### config.mk
export PLATFORM = sky130hd
export DESIGN_NAME = edge_sync_pulser
export DESIGN_NICKNAME = d
export VERILOG_FILES = /design/src/rtl/pulser_pkg.sv /design/src/rtl/rx_edge_detect.sv /design/src/rtl/span_timer.sv /design/src/rtl/edge_sync_pulser.sv
export SDC_FILE = /design/constraint.sdc
export NUM_CORES = 1
export LEC_CHECK = 0
export ABC_AREA = 1
export BUFFER_PORTS_ARGS = -buffer_cell sky130_fd_sc_hd__buf_2
export CAP_MARGIN = 20
export CORE_ASPECT_RATIO = 2
export CORE_MARGIN = 2
export CORE_UTILIZATION = 40
export CTS_CLUSTER_DIAMETER = 30
export DETAILED_ROUTE_END_ITERATION = 7
export SYNTH_ARGS = -nofsm -noshare
export SYNTH_HDL_FRONTEND = slang
export SYNTH_SLANG_ARGS = --single-unit
### constraint.sdc
create_clock -name clk -period 4.1 [get_ports clk]
set_input_delay 0.41 -clock clk [delete_from_list [all_inputs] [get_ports clk]]
set_output_delay 0.41 -clock clk [all_outputs]
set_load 0.02 [all_outputs]
### src/rtl/pulser_pkg.sv
package pulser_pkg;
  typedef enum logic [2:0] {
    ST_IDLE,
    ST_COUNT,
    ST_DELAY,
    ST_PULSE,
    ST_DONE
  } pulser_state_t;
endpackage

### src/rtl/rx_edge_detect.sv
module rx_edge_detect #(
  parameter int STAGES = 2
) (
  input  logic clk,
  input  logic rst_n,
  input  logic line_async,
  output logic rise
);
  // chain[0..STAGES-1]: synchroniser, chain[STAGES]: previous synced sample
  logic [STAGES:0] chain;

  always_ff @(posedge clk or negedge rst_n) begin
    if (!rst_n) chain <= '1;
    else        chain <= {chain[STAGES-1:0], line_async};
  end

  assign rise = chain[STAGES-1] & ~chain[STAGES];
endmodule

### src/rtl/span_timer.sv
module span_timer #(
  parameter int W = 16
) (
  input  logic         clk,
  input  logic         rst_n,
  input  logic         load,
  input  logic [W-1:0] load_val,
  output logic         expired
);
  logic [W-1:0] count;

  always_ff @(posedge clk or negedge rst_n) begin
    if (!rst_n)              count <= '0;
    else if (load)           count <= load_val;
    else if (count != '0)    count <= count - W'(1);
  end

  assign expired = (count == '0);

  AST_TIMER_NO_WRAP: assert property (@(posedge clk) disable iff (!rst_n)
    (expired && !load) |=> expired);
endmodule

### src/rtl/edge_sync_pulser.sv
module edge_sync_pulser #(
  parameter int DELAY_W     = 16,
  parameter int WIDTH_W     = 16,
  parameter int EDGE_W      = 8,
  parameter int SYNC_STAGES = 2
) (
  input  logic               clk,
  input  logic               rst_n,
  input  logic               rx_line,
  input  logic               arm,
  input  logic [DELAY_W-1:0] delay_cycles,
  input  logic [EDGE_W-1:0]  edge_target,
  input  logic [WIDTH_W-1:0] pulse_cycles,
  output logic               gate,
  output logic               busy,
  output logic               fired
);
  import pulser_pkg::*;

  localparam int TMR_W = (DELAY_W > WIDTH_W) ? DELAY_W : WIDTH_W;

  pulser_state_t     state, nxt;
  logic [EDGE_W-1:0] edge_cnt, cnt_nxt;
  logic [EDGE_W:0]   cnt_plus;
  logic              hit, rise, expired, tmr_load;
  logic [TMR_W-1:0]  tmr_val;
  logic [WIDTH_W-1:0] width_m1;

  rx_edge_detect #(.STAGES(SYNC_STAGES)) u_edge (
    .clk        (clk),
    .rst_n      (rst_n),
    .line_async (rx_line),
    .rise       (rise)
  );

  span_timer #(.W(TMR_W)) u_timer (
    .clk      (clk),
    .rst_n    (rst_n),
    .load     (tmr_load),
    .load_val (tmr_val),
    .expired  (expired)
  );

  // target 0 behaves as 1: compare count-after-this-rise against target
  assign cnt_plus = {1'b0, edge_cnt} + (EDGE_W+1)'(1);
  assign hit      = cnt_plus >= {1'b0, edge_target};
  assign width_m1 = (pulse_cycles == '0) ? '0 : pulse_cycles - WIDTH_W'(1);

  always_comb begin
    nxt      = state;
    cnt_nxt  = edge_cnt;
    tmr_load = 1'b0;
    tmr_val  = '0;
    unique case (state)
      ST_IDLE: begin
        if (arm) begin
          nxt     = ST_COUNT;
          cnt_nxt = '0;
        end
      end
      ST_COUNT: begin
        if (rise) begin
          if (hit) begin
            nxt      = ST_DELAY;
            tmr_load = 1'b1;
            tmr_val  = TMR_W'(delay_cycles);
          end else begin
            cnt_nxt = edge_cnt + EDGE_W'(1);
          end
        end
      end
      ST_DELAY: begin
        if (expired) begin
          nxt      = ST_PULSE;
          tmr_load = 1'b1;
          tmr_val  = TMR_W'(width_m1);
        end
      end
      ST_PULSE: begin
        if (expired) nxt = ST_DONE;
      end
      default: ;
    endcase
    if (!arm) nxt = ST_IDLE;
  end

  always_ff @(posedge clk or negedge rst_n) begin
    if (!rst_n) begin
      state    <= ST_IDLE;
      edge_cnt <= '0;
      gate     <= 1'b0;
      fired    <= 1'b0;
    end else begin
      state    <= nxt;
      edge_cnt <= cnt_nxt;
      gate     <= (nxt == ST_PULSE);
      if (state == ST_IDLE && nxt == ST_COUNT)
        fired <= 1'b0;
      else if (nxt == ST_PULSE && state != ST_PULSE)
        fired <= 1'b1;
    end
  end

  assign busy = (state == ST_COUNT) || (state == ST_DELAY) || (state == ST_PULSE);

  // pulse tally per arm, for the one-shot check
  logic       gate_q;
  logic [1:0] pulses_seen;
  always_ff @(posedge clk or negedge rst_n) begin
    if (!rst_n) begin
      gate_q      <= 1'b0;
      pulses_seen <= '0;
    end else begin
      gate_q <= gate;
      if (!arm)
        pulses_seen <= '0;
      else if (gate && !gate_q && pulses_seen != 2'd3)
        pulses_seen <= pulses_seen + 2'd1;
    end
  end

  AST_GATE_NEEDS_BUSY: assert property (@(posedge clk) disable iff (!rst_n)
    gate |-> busy);
  AST_ONE_PULSE_PER_ARM: assert property (@(posedge clk) disable iff (!rst_n)
    pulses_seen <= 2'd1);
  AST_DISARM_IDLE: assert property (@(posedge clk) disable iff (!rst_n)
    !arm |=> (!gate && !busy));
  AST_FIRED_WITH_GATE: assert property (@(posedge clk) disable iff (!rst_n)
    gate |-> fired);
  AST_FIRED_CLEAR_ON_ARM: assert property (@(posedge clk) disable iff (!rst_n)
    $rose(busy) |-> !fired);
endmodule

==> impl_results.md <==
* Avg Cell Area, Syn at 7.34 um2
* Worst path slowest cell: nor2_2
* Initial core utilization at 0.416
* CTS clk-pin slew, worst paths at 0.05 ns
* Hold Crit Class: input pin to asynchronous set/reset pin
* Mapped cell area at 2630 um2
* Worst setup path class: flop to flop
* Primary FF master, synth: dfrtp_1
* Core footprint at 6310 um2
* Flops & latches, synth at 32
* Clock latency reported for the late side of the worst-skew pair at 0.28 ns
* Post-synth EDFFs at 0
* Global-route wire length before repair at 10900 um
* Crit share post-route at 0.680
* Main area contributors after synthesis: dfrtp_1 28%, nand2_1 8.6%, xor2_1 6.7%, inv_1 6.1%, ha_1 5.7%
* Row count at 41
* TritonCTS clock tree: done
* Drt wl/cell at 13.1 um
* Post_cts resized at 0
* Area delta synth->final at 17.2%
* CTS HTree Levels at 2
* Largest net degree at the start of global routing at 33
* Synth unique cells at 34
* Antenna violations before repair at 0
* # IOs at 47
* Setup Buffers After CTS at 0
* Clock sink count at 32
* Gr ovfl total at 0
* Via count at 2415
* Outcome: finished clean
* Initial DRC Count at 57
* Die X at 61.3 um
* Gate Count Post-Synth at 358
* Max frequency at 0.359 GHz
* Top-count cell post-synth: nand2_1
* DRC viols at 0
* I/O Buffers at 46
* GPL Wtd Cong at 0.800
* Setup tns final at 0 ns
* Max-slew headroom at 0.523
* Max clock buf depth at 2
* DIE AREA at 7270 um2
* Worst Skew at 0.00440 ns
* Vias in the first global route at 2497
* Part of the Yosys area used for sequential elements at 0.306
* Post-synth top area share at 0.276
* Max cap viols at 0
* Fin nets at 462
* Asr flop ratio synth at 1.00
* Critical path arrival at 2.99 ns
* Critical path startpoint category: flop
* Max incr delay on CP at 0.43 ns
* Worst VDD drop at 0.172 mV
* Wirelength, routed at 6450 um
* Min Clock Period, post-route at 2.79 ns
* Pins Over Slew Limit at 0
* Worst-Margin Slew at 0.715 ns
* Power Density at 447 nW/um2
* Mean number of vias per cell at 4.90
* CP most frequent cell: nand2_1
* GR Util All Layers at 0.200
* Static leakage at 0.00151 uW
* Crit end category: flop
* Layout cells sized above 1 at 0.256
* Total power at 1380 uW
* Yosys Warn Count at 0
* Crit path cell chain: ha_1, nand3_1, nor3_2, xor2_1, ha_1, a21oi_1, nand2_1, nand2_1, nand2_1, nand2_2, nand2_4, nor2_2, nor3_1, a21oi_1
* Kind of cell adding the most delay to the critical path: simple AND/OR/NAND/NOR gates
* CP bufs+invs at 0
* ANT nets after route at 0
* N_diodes at 0
* CTS Root Cell: clkbuf_16
* First-pass detailed-route iteration total at 4
* Post-synth top cells: 60 x nand2_1, 43 x inv_1, 39 x nor2_1
* Worst Path Max Fanout at 13
* Top cell type by total area after synthesis: dfrtp_1
* Dpl hpwl at 5430 um
* Final setup fails at 0
* Die H at 119 um
* Required @ worst endpoint at 4.30 ns
* Cts hold-fix bufs at 0
* Num CTS Buffers at 5
* Syn Nets at 414
* Final hold vios at 0
* RSZ-0062 raised after global routing: false
[where the power goes]
group	leakage (uW)	switching [uW]	internal [uW]
registers	0.000406	85.2	404
clock network	0.0000772	131	258
logic	0.00103	307	191
total	0.00151	524	853
[worst paths after layout]
kind,slack (ns),start,cells after the start,to
max in group asynchronous,3.45,rst_n,1,state[2]
setup reg to reg,1.31,edge_cnt[0],14,u_timer.count[1]
min in group clk,0.23,rx_line,1,u_edge.chain[0]
hold reg to reg,0.36,u_edge.chain[0],0,u_edge.chain[1]
hold / removal,0.19,rst_n,1,u_timer.count[0]
setup / recovery,1.31,edge_cnt[0],14,u_timer.count[1]
[cells in the final DEF, fill, tap and decap left out]
cell | Yosys | layout
o22ai_1 | 1 | 1
clkbuf_8 | 0 | 2
nand2_1 | 60 | 60
o21ai_1 | 5 | 5
o21ai_2 | 3 | 3
clkbuf_16 | 0 | 5
dfrtp_1 | 29 | 29
a31oi_1 | 4 | 4
a21oi_2 | 1 | 1
nor3b_1 | 1 | 1
xor2_1 | 20 | 20
o21ai_0 | 22 | 22
or2_1 | 2 | 2
nor3_4 | 3 | 3
nand2_4 | 2 | 2
clkbuf_1 | 0 | 1
nor4_4 | 1 | 1
ha_1 | 12 | 12
nor2_2 | 9 | 9
buf_4 | 0 | 1
nand3_1 | 22 | 22
nand3_2 | 1 | 1
dfstp_2 | 3 | 3
inv_2 | 11 | 11
buf_2 | 3 | 46
nor3_2 | 7 | 7
a31oi_2 | 1 | 1
nand2_2 | 7 | 7
inv_1 | 43 | 43
nor3_1 | 7 | 7
nor2_1 | 39 | 39
and2_1 | 1 | 1
nand4_4 | 1 | 1
nor4_1 | 1 | 1
xnor2_1 | 5 | 5
nand4_1 | 4 | 4
a21oi_1 | 24 | 24
[sequential cells by signal, summed over array words and instances, names as in the netlist]
signal,cells
u_timer.count,16
gate,1
state,3
u_edge.chain,3
edge_cnt,8
fired,1
[cell type report]
| class | instances | area [um2] |
|---|---|---|
| flip-flops and latches | 32 | 805 |
| clock buffers | 8 | 156 |
| fillers | 687 | 3230 |
| repair buffers | 47 | 238 |
| inverters | 54 | 203 |
| multi-input cells | 266 | 1570 |
| well taps | 86 | 108 |
[per-stage QoR]
| stage | instance area (um2) | utilization | hold slack (ns) | cells | setup slack [ns] |
|---|---|---|---|---|---|
| global placement | 2920 | 0.463 | 0.348 | 485 | 1.37 |
| finish | 3080 | 0.488 | 0.185 | 493 | 1.31 |
| detailed placement | 2920 | 0.463 | 0.347 | 485 | 1.29 |
| global route | 3080 | 0.488 | 0.226 | 493 | 0.991 |
| CTS | 3080 | 0.488 | 0.215 | 493 | 1.27 |
| floorplan | 2630 | - | 0.114 | 358 | 1.81 |
[logic make-up (layout without fill, tap and decap cells)]
group / Yosys count / count (layout) / share of synthesized area
and+or+nand+nor: 168 / 168 / 0.330
AOI/OAI and AO/OA: 61 / 61 / 0.127
buffers and inverters: 60 / 109 / 0.0957
DFF: 32 / 32 / 0.306
xor gates and xnor gates: 25 / 25 / 0.0833
adders and majority gates: 12 / 12 / 0.0571
[layer usage]
| layer | vias up | track usage | wire [um] |
|---|---|---|---|
| met5 | - | 0 | 0 |
| met4 | 0 | 0.0910 | 208 |
| met3 | 12 | 0.0284 | 185 |
| met2 | 61 | 0.400 | 3970 |
| met1 | 1090 | 0.173 | 2090 |
| li1 | 1252 | - | - |
Power figures use the tool's default switching activity.
